## config.mk

```make
export PLATFORM = sky130hd
export DESIGN_NAME = rob_core
export DESIGN_NICKNAME = d
export VERILOG_FILES = /design/src/rtl/rob_pkg.sv /design/src/rtl/rob_ptr_ctrl.sv /design/src/rtl/rob_retire_sel.sv /design/src/rtl/rob_core.sv
export SDC_FILE = /design/constraint.sdc
export NUM_CORES = 2
export LEC_CHECK = 0
export ABC_AREA = 1
export BUFFER_PORTS_ARGS = -buffer_cell sky130_fd_sc_hd__buf_2
export CAP_MARGIN = 20
export CORE_MARGIN = 1
export CORE_UTILIZATION = 50
export CTS_CLUSTER_DIAMETER = 30
export DETAILED_ROUTE_END_ITERATION = 10
export PLACE_DENSITY = 0.66
export SYNTH_ARGS = -nofsm -noshare
export SYNTH_HDL_FRONTEND = slang
export SYNTH_SLANG_ARGS = --single-unit
export TNS_END_PERCENT = 10
```

## constraint.sdc

```tcl
create_clock -name clk -period 4.6 [get_ports clk]
set_clock_uncertainty 0.2 [all_clocks]
set_input_delay 0.92 -clock clk [delete_from_list [all_inputs] [get_ports clk]]
set_output_delay 0.92 -clock clk [all_outputs]
set_load 0.01 [all_outputs]
```

## src/rtl/rob_pkg.sv

```systemverilog
package rob_pkg;

  typedef struct packed {
    logic valid;
    logic done;
    logic exc;
  } rob_flags_t;

  // number of slots leaving this cycle, from the two retire grants
  function automatic logic [1:0] retire_count(input logic g0, input logic g1);
    return {1'b0, g0} + {1'b0, g1};
  endfunction

  // slot may be written back: present, finished, not faulted
  function automatic logic slot_clean(input rob_flags_t f);
    return f.valid && f.done && !f.exc;
  endfunction

  // slot holds a reported fault
  function automatic logic slot_faulted(input rob_flags_t f);
    return f.valid && f.done && f.exc;
  endfunction

endpackage

```

## src/rtl/rob_ptr_ctrl.sv

```systemverilog
module rob_ptr_ctrl #(
  parameter int DEPTH = 16,
  localparam int PW = $clog2(DEPTH),
  localparam int CW = PW + 1
) (
  input  logic          clk,
  input  logic          rst_n,
  input  logic          alloc_fire,
  input  logic [1:0]    ret_n,
  input  logic          flush,
  output logic [PW-1:0] head,
  output logic [PW-1:0] tail,
  output logic [CW-1:0] count,
  output logic          full
);

  assign full = (count == CW'(DEPTH));

  always_ff @(posedge clk) begin
    if (!rst_n) begin
      head  <= '0;
      tail  <= '0;
      count <= '0;
    end else if (flush) begin
      tail  <= head;
      count <= '0;
    end else begin
      head  <= head + PW'(ret_n);
      if (alloc_fire) tail <= tail + PW'(1);
      count <= count + CW'(alloc_fire) - CW'(ret_n);
    end
  end

  AST_COUNT_BOUND: assert property (@(posedge clk) disable iff (!rst_n)
    count <= CW'(DEPTH));

  AST_HEAD_STEP: assert property (@(posedge clk) disable iff (!rst_n)
    (ret_n != 2'd0 && !flush) |=> head == $past(head) + PW'($past(ret_n)));

  AST_FLUSH_TAIL: assert property (@(posedge clk) disable iff (!rst_n)
    flush |=> (tail == head && count == '0));

endmodule

```

## src/rtl/rob_retire_sel.sv

```systemverilog
module rob_retire_sel
  import rob_pkg::*;
(
  input  rob_flags_t f0,
  input  rob_flags_t f1,
  output logic       grant0,
  output logic       grant1,
  output logic       flush,
  output logic [1:0] ret_n
);

  always_comb begin
    grant0 = slot_clean(f0);
    grant1 = grant0 && slot_clean(f1);
    flush  = slot_faulted(f0);
    ret_n  = retire_count(grant0, grant1);
  end

endmodule

```

## src/rtl/rob_core.sv

```systemverilog
module rob_core
  import rob_pkg::*;
#(
  parameter int DEPTH = 16,
  parameter int DW    = 32,
  parameter int AW    = 5,
  parameter int PCW   = 32,
  localparam int PW = $clog2(DEPTH),
  localparam int CW = PW + 1
) (
  input  logic           clk,
  input  logic           rst_n,
  input  logic           alloc_valid,
  input  logic [AW-1:0]  alloc_dest,
  input  logic [PCW-1:0] alloc_pc,
  output logic           alloc_ready,
  output logic [PW-1:0]  alloc_tag,
  input  logic           cmpl_valid,
  input  logic [PW-1:0]  cmpl_tag,
  input  logic [DW-1:0]  cmpl_value,
  input  logic           cmpl_exc,
  output logic           rf_we0,
  output logic [AW-1:0]  rf_addr0,
  output logic [DW-1:0]  rf_data0,
  output logic           rf_we1,
  output logic [AW-1:0]  rf_addr1,
  output logic [DW-1:0]  rf_data1,
  output logic           exc_req,
  output logic [PCW-1:0] exc_pc,
  output logic [CW-1:0]  occupancy
);

  rob_flags_t     flags [DEPTH];
  logic [AW-1:0]  dest  [DEPTH];
  logic [DW-1:0]  value [DEPTH];
  logic [PCW-1:0] pcs   [DEPTH];

  logic [PW-1:0] head, tail, head1;
  logic          full, alloc_fire, cmpl_hit, flush, grant0, grant1;
  logic [1:0]    ret_n;

  assign head1       = head + PW'(1);
  assign alloc_ready = !full && !flush;
  assign alloc_fire  = alloc_valid && alloc_ready;
  assign alloc_tag   = tail;
  assign cmpl_hit    = cmpl_valid && flags[cmpl_tag].valid && !flags[cmpl_tag].done;

  rob_ptr_ctrl #(.DEPTH(DEPTH)) u_ptr (
    .clk(clk), .rst_n(rst_n), .alloc_fire(alloc_fire), .ret_n(ret_n),
    .flush(flush), .head(head), .tail(tail), .count(occupancy), .full(full)
  );

  rob_retire_sel u_sel (
    .f0(flags[head]), .f1(flags[head1]),
    .grant0(grant0), .grant1(grant1), .flush(flush), .ret_n(ret_n)
  );

  for (genvar i = 0; i < DEPTH; i++) begin : g_slot
    logic at_tail, at_cmpl, leaving;
    assign at_tail = alloc_fire && (tail == PW'(i));
    assign at_cmpl = cmpl_hit && (cmpl_tag == PW'(i));
    assign leaving = (grant0 && head == PW'(i)) || (grant1 && head1 == PW'(i));

    always_ff @(posedge clk) begin
      if (!rst_n || flush) begin
        flags[i] <= '0;
      end else if (at_tail) begin
        flags[i] <= '{valid: 1'b1, done: 1'b0, exc: 1'b0};
      end else if (leaving) begin
        flags[i] <= '0;
      end else if (at_cmpl) begin
        flags[i].done <= 1'b1;
        flags[i].exc  <= cmpl_exc;
      end
    end

    always_ff @(posedge clk) begin
      if (at_tail) begin
        dest[i] <= alloc_dest;
        pcs[i]  <= alloc_pc;
      end
      if (at_cmpl) value[i] <= cmpl_value;
    end
  end

  assign rf_we0   = grant0;
  assign rf_addr0 = dest[head];
  assign rf_data0 = value[head];
  assign rf_we1   = grant1;
  assign rf_addr1 = dest[head1];
  assign rf_data1 = value[head1];

  always_ff @(posedge clk) begin
    if (!rst_n) begin
      exc_req <= 1'b0;
      exc_pc  <= '0;
    end else begin
      exc_req <= flush;
      if (flush) exc_pc <= pcs[head];
    end
  end

  AST_NO_ALLOC_FULL: assert property (@(posedge clk) disable iff (!rst_n)
    full |-> !alloc_fire);

  AST_PORT1_ORDER: assert property (@(posedge clk) disable iff (!rst_n)
    rf_we1 |-> rf_we0);

  AST_FAULT_HELD: assert property (@(posedge clk) disable iff (!rst_n)
    flush |-> !rf_we0);

  AST_FLUSH_EMPTIES: assert property (@(posedge clk) disable iff (!rst_n)
    flush |=> (occupancy == '0 && exc_req));

  AST_EXC_PULSE: assert property (@(posedge clk) disable iff (!rst_n)
    exc_req |=> !exc_req);

  AST_FLUSH_NO_ALLOC: assert property (@(posedge clk) disable iff (!rst_n)
    flush |-> !alloc_ready);

endmodule

```

Word level (Yosys, flattened, before mapping) --
Memory sizes are Yosys's and may differ from the RTL's. A register that Yosys moved wholly into a read port is not among the register bits. Index checks and enable logic that the tools add are counted.
Operators by class: reductions and logical operators 149, equal/unequal tests 61, muxes and demuxes 433, add/sub/neg operators 6, bitwise operators 65
Operators by type and width (count):
- two-way mux 32 bit | 30
- OR reduction 32 bit | 30
- two-way mux 1 bit | 303
- two-way mux 4 bit | 53
- == test 4 bit (second input constant) | 32
- two-way mux 3 bit | 32
- two-way mux 5 bit | 15
- OR reduction 5 bit | 15
- logical AND 1 bit | 74
- == test 4 x 3 -> 1 bit (second input constant) | 16
- bitwise OR 1 bit | 64
- == test 4 x 2 -> 1 bit (second input constant) | 8
- logical OR 1 bit | 17
- == test 4 x 1 -> 1 bit (second input constant) | 4
- zero test 4 bit | 4
- adder 4 x 1 -> 4 bit (second input constant) | 2
- zero test 1 bit | 7
- adder 5 x 1 -> 5 bit | 1
- == test 5 bit (second input constant) | 1
- subtractor 5 x 2 -> 5 bit | 1
- adder 4 x 2 -> 4 bit | 1
- adder 1 x 1 -> 2 bit | 1
- nonzero test 2 bit | 1
- OR reduction 2 bit | 1
- inverter 1 bit | 1
Word-level totals: memory bits (writable) 1152, logic and storage cells 722, register bits after elaboration 14, memories kept 4, output and inout bits 119, input port bits 78
Memory list:
- pcs | depth 16, bits a word 32, read ports 1, clocked after memory_dff 1, write ports 1, RTL line rob_core.sv:36 | logic [PCW-1:0] pcs [DEPTH];
- value | depth 16, bits a word 32, read ports 2, clocked after memory_dff 1, write ports 1, RTL line rob_core.sv:35 | logic [DW-1:0] value [DEPTH];
- dest | depth 16, bits a word 5, read ports 2, clocked after memory_dff 1, write ports 1, RTL line rob_core.sv:34 | logic [AW-1:0] dest [DEPTH];
- flags | depth 16, bits a word 3, read ports 3, clocked after memory_dff 1, write ports 16, RTL line rob_core.sv:33 | rob_flags_t flags [DEPTH];

Logic depth before layout (Yosys ltp) --
depth in word-level cells 24, mapped depth 31, gate-level depth less buffers 24

Modules after synthesis --
Synthesis repeated with hierarchy kept, for this count alone.
Second synthesis, totals: cells, all modules 5105, area, all modules 53721.5 um^2
By module, submodules not included:
- rob_core | cells an instance 4990, sequential area each 35253.8 um^2, area each 52884.5 um^2, instances 1
- rob_ptr_ctrl | cells an instance 103, sequential area each 260.2 um^2, area each 780.7 um^2, instances 1
- rob_retire_sel | cells an instance 12, sequential area each 0.0 um^2, area each 56.3 um^2, instances 1

Worst setup path before layout --
No wires, ideal clock.
path kind flip-flop to flip-flop, from register u_ptr.head[0], to register u_ptr.count[4], stages on the path, launching flop included 32, data required time 4.282 ns, library setup time 0.118 ns, path slack 0.252 ns, period minus slack after synthesis 4.348 ns, path buffers 7, arrival 4.029 ns, cells stage by stage dfxtp_1 -> buf_6 -> inv_4 -> buf_6 -> buf_6 -> buf_4 -> buf_2 -> buf_2 -> ha_1 -> inv_1 -> clkbuf_1 -> nand3_1 -> nand2_1 -> nand2_1 -> nand2_1 -> nand2_1 -> nand2_1 -> nand2_4 -> o21ai_0 -> inv_1 -> ha_1 -> inv_1 -> ha_1 -> inv_1 -> fa_1 -> inv_1 -> a21oi_1 -> nor2_1 -> nor2_1 -> xor2_1 -> inv_1 -> nor2_1
On the way: cells in the longest elaborated chain, start to end 7, elaborated cells on any way between the ends 8, classes of those cells 3 x add/sub; 4 x reduce/logical; 1 x memory
Ends and longest elaborated chain:
- start: declaration | RTL line rob_ptr_ctrl.sv:11 | output logic [PW-1:0] head,
- start signal: assignment | RTL line rob_ptr_ctrl.sv:28 | head <= head + PW'(ret_n);
- adder 4 x 1 -> 4 bit (*) | RTL line rob_core.sv:42 | assign head1 = head + PW'(1);
- memory read (16 x 3 bit) (*)
- logical AND 1 bit / zero test 1 bit (equally long branches) | RTL line rob_pkg.sv:16 | return f.valid && f.done && !f.exc;
- logical AND 1 bit (*) | RTL line rob_pkg.sv:16
- logical AND 1 bit (*) | RTL line rob_retire_sel.sv:14 | grant1 = grant0 && slot_clean(f1);
- adder 1 x 1 -> 2 bit (*) | RTL line rob_pkg.sv:11 | return {1'b0, g0} + {1'b0, g1};
- subtractor 5 x 2 -> 5 bit (*) | RTL line rob_ptr_ctrl.sv:30 | count <= count + CW'(alloc_fire) - CW'(ret_n);
- end signal: assignment | RTL line rob_ptr_ctrl.sv:30
- end: declaration | RTL line rob_ptr_ctrl.sv:13 | output logic [CW-1:0] count,
Mark *: on every way between the ends. The rest lies on a longest branch, timed or not. A chain may end at the register's enable or synchronous reset.

Worst setup path in the final report --
from register u_ptr.head[1], to output port rf_data1[16]
On the way: cells in the longest elaborated chain, start to end 2
Ends and longest elaborated chain:
- adder 4 x 1 -> 4 bit | RTL line rob_core.sv:42
- memory read (16 x 32 bit)
- end: declaration | RTL line rob_core.sv:27 | output logic [DW-1:0] rf_data1,
Every way passes these cells.

==> insert_results.sql <==
INSERT INTO impl_metrics (metric_group, metric, value, unit) VALUES
('clocking', 'ctsLongestPathBuffers', '3', ''),
('global_route', 'pin_count_of_the_biggest_net_entering_global_routing', '208', ''),
('drt', 'ant_nets', '0', ''),
('cells_and_area', 'layout.cells.most_common_list', 'edfxtp_1, o21ai_0, a21oi_1, nor2_1, nand2_1', ''),
('cells_and_area', 'post-route-cell-area', '64400', 'um2'),
('drt', 'wirelength', '162900', 'um'),
('cells_and_area', 'finalCoreUtilization', '60.07', '%'),
('global_route', 'grt_use_total', '29.15', '%'),
('setup_path', 'end_kind', 'output pin', ''),
('drt', 'drt-vias-per-instance', '6.094', ''),
('yosys', 'ys_async_sr_fraction', '0', '%'),
('setup_path', 'slowest_cell_on_the_critical_path', 'inv_2', ''),
('clocking', 'tritoncts.num_buffers', '223', ''),
('setup_path', 'endpoint_of_the_worst_slack_reg_to_reg_timing_path', 'u_ptr.count[4]$_SDFF_PN0_', ''),
('worst_hold_path', 'worst_hold_path.endpoint', 'exc_pc[1]$_SDFFE_PN0P_', ''),
('global_route', 'grt_antenna_before_repair', '18', ''),
('setup_path', 'critPathKind', 'register to output pin', ''),
('die', 'rows', '120', ''),
('die', 'io-pin-count', '197', ''),
('yosys', 'yosys-top-cells-area', 'edfxtp_1, o21ai_0, a21oi_1', ''),
('power', 'vdd.ir_drop.worst', '0.4026', 'mV'),
('setup_path', 'r2r_cells', '23', ''),
('cells_and_area', 'drive_gt1_share', '14.47', '%'),
('flow_run', 'drv.max_cap_violation_count', '0', ''),
('die', 'floorplan.core_area', '107200', 'um2'),
('setup_path', 'critPathArrivalTime', '3.38', 'ns'),
('timing', 'worst-slew-pin-transition', '1.087', 'ns'),
('placement', 'io_buffers', '196', ''),
('drt', 'met2_length', '77760', 'um'),
('yosys', 'synth-main-ff-cell', 'edfxtp_1', ''),
('power', 'fin_total_pwr', '35.04', 'mW'),
('clocking', 'cts.sinks', '1202', ''),
('yosys', 'synth.avg_cell_area', '10.77', 'um2'),
('setup_path', 'worst_r2r_startpoint', 'u_ptr.head[0]$_SDFFE_PN0N_', ''),
('yosys', 'synth_enable_flop_cells', '1152', ''),
('setup_path', 'cp-startpoint', 'u_ptr.head[1]$_SDFFE_PN0N_', ''),
('worst_hold_path', 'timing.hold.worst.class', 'register to register', ''),
('clocking', 'cts_tree', 'yes', ''),
('yosys', 'syn-num-nets', '5123', ''),
('drt', 'routedWlPerCell', '24.03', 'um'),
('drt', 'met3_wirelength_from_detailed_routing', '15820', 'um'),
('placement', 'place.gp.congestion', '0.9858', ''),
('power', 'p_per_area', '544.1', 'nW/um2'),
('outcome', 'status', 'completed', ''),
('yosys', 'synth.ff_latch_count', '1202', ''),
('clocking', 'clk-insertion-delay-late', '0.80', 'ns'),
('timing', 'fmax', '222.4', 'MHz'),
('setup_path', 'slack_of_the_worst_reg_to_reg_path', '0.73', 'ns'),
('yosys', 'mapped_cell_area', '54110', 'um2'),
('yosys', 'syn_warnings', '0', ''),
('die', 'die_width', '331.0', 'um'),
('cells_and_area', 'fillerInstances', '8601', ''),
('timing', 'timing_max_transition_violations_final', '0', ''),
('timing', 'grt_setup_unrepaired', 'false', ''),
('setup_path', 'critical_path.max_fanout', '42', ''),
('cells_and_area', 'design.final.nets', '5274', ''),
('power', 'leakage_dissipation', '22.99', 'nW'),
('drt', 'drt_iter0_drc', '4955', ''),
('timing', 'max_slew_margin', '27.55', '%'),
('setup_path', 'critical_path.cell_chain', 'buf_6 -> nand4_1 -> nand2_4 -> nor2_8 -> inv_2 -> buf_4 -> a21oi_1 -> a2111o_1 -> buf_2', ''),
('yosys', 'yosysSeqAreaShare', '65.78', '%'),
('die', 'die_height', '331.0', 'um'),
('setup_path', 'required', '3.48', 'ns'),
('worst_hold_path', 'min_delay_path_depth', '2', ''),
('yosys', 'post_synth_inst_count', '5025', ''),
('die', 'floorplan.die_area', '109500', 'um2'),
('drt', 'route.vias.total', '41300', ''),
('yosys', 'yosys.area.top_type_share', '63.93', '%'),
('die', 'initial_core_util', '50.48', '%'),
('timing', 'setup_violators_final', '0', ''),
('placement', 'dp_hpwl', '85740', 'um');
## repair_timing
item	CTS	global route
endpoints found under the hold margin	0	0
cloned	1	0
setup endpoints to repair	35	21
resized for setup	12	3
setup buffers	1	5
pin swaps	0	1
## cells by family (layout without fill, tap and decap cells)
group                    Yosys count  after routing  synth area share (%)
AND/OR/NAND/NOR                 1155           1155                 9.078
AO/OA/AOI/OAI                   1916           1916                 18.95
flip-flops                      1202           1202                 65.78
XOR/XNOR                           6              6                0.1665
adder cells (fa/ha/maj)           20             20                0.4902
other                              0              3                     0
buffers and inverters            726           1071                 5.540
## metrics by stage
step / worst slack (ns) / hold slack (ns) / std cells
3_5_place_dp: 0.4491 / 0.2455 / 6347
3_3_place_gp: 0.4621 / 0.2406 / 6347
4_1_cts: -0.01450 / 0.2496 / 6768
6_report: 0.1045 / 0.2527 / 6776
5_1_grt: 0.02792 / 0.2695 / 6774
2_1_floorplan: 0.2523 / 0.2790 / 5025
## worst max-delay path by stage
stage,endpoint,slack (ns),cells after the start
2_1_floorplan,u_ptr.count[4]$_SDFF_PN0_,0.25,31
3_3_place_gp,u_ptr.count[4]$_SDFF_PN0_,0.46,24
3_5_place_dp,rf_addr1[4],0.45,9
4_1_cts,rf_addr1[4],-0.01,9
5_1_grt,rf_data1[9],0.03,10
6_report,rf_data1[16],0.10,9
## where the power goes
group	switching [mW]	total, mW	internal [mW]	leakage [nW]
combinational	4.20	5.97	1.76	8.42
sequential	0.231	12.7	12.5	10.9
clock	5.56	16.4	10.8	3.71
total	10.0	35.0	25.0	23.0
## critical path: cells and delay by family (launching register included)
family,cells,cell delay (ns)
AO/OA/AOI/OAI,2,0.48
buffers and inverters,4,1.21
flip-flops,1,0.38
AND/OR/NAND/NOR,3,0.50
## layer usage
layer	vias up	global-route usage [%]
met2	2338	47.67
met4	20	13.86
li1	18610	-
met3	489	5.620
met5	-	0
met1	19840	37.49
## layout make-up
class                   count  area [um2]  area share [%]
diodes                      3       7.507         0.01166
clock buffers             254        5738           8.910
clock inverters           165        1932           3.000
inverters                 351        1361           2.114
multi-input cells        3097       15770           24.48
flip-flops and latches   1202       35610           55.30
well taps                1403        1755           2.726
repair buffers            301        2225           3.454
## state kept, by name, summed over array words and instances (netlist names), named ones only
register and count:
pcs 512, value 512, dest 80, flags 48, exc_pc 32, u_ptr.count 5, u_ptr.head 4, u_ptr.tail 4
exc_req 1
## cells in the mapped netlist, types with 14 or more instances
master    number
o22ai_1      136
dfxtp_1       50
edfxtp_1    1152
a2111o_1      21
buf_4         15
nand3_2       14
nor3_1        20
o211ai_1      27
buf_2         90
nand2_1      393
buf_1         23
ha_1          18
nand3_1      122
o21ai_0     1030
clkbuf_1     234
o221ai_1      57
o21ai_1       51
inv_1        339
nor2_1       545
a21oi_1      572
No activity file was read; power rests on OpenSTA's default activity.
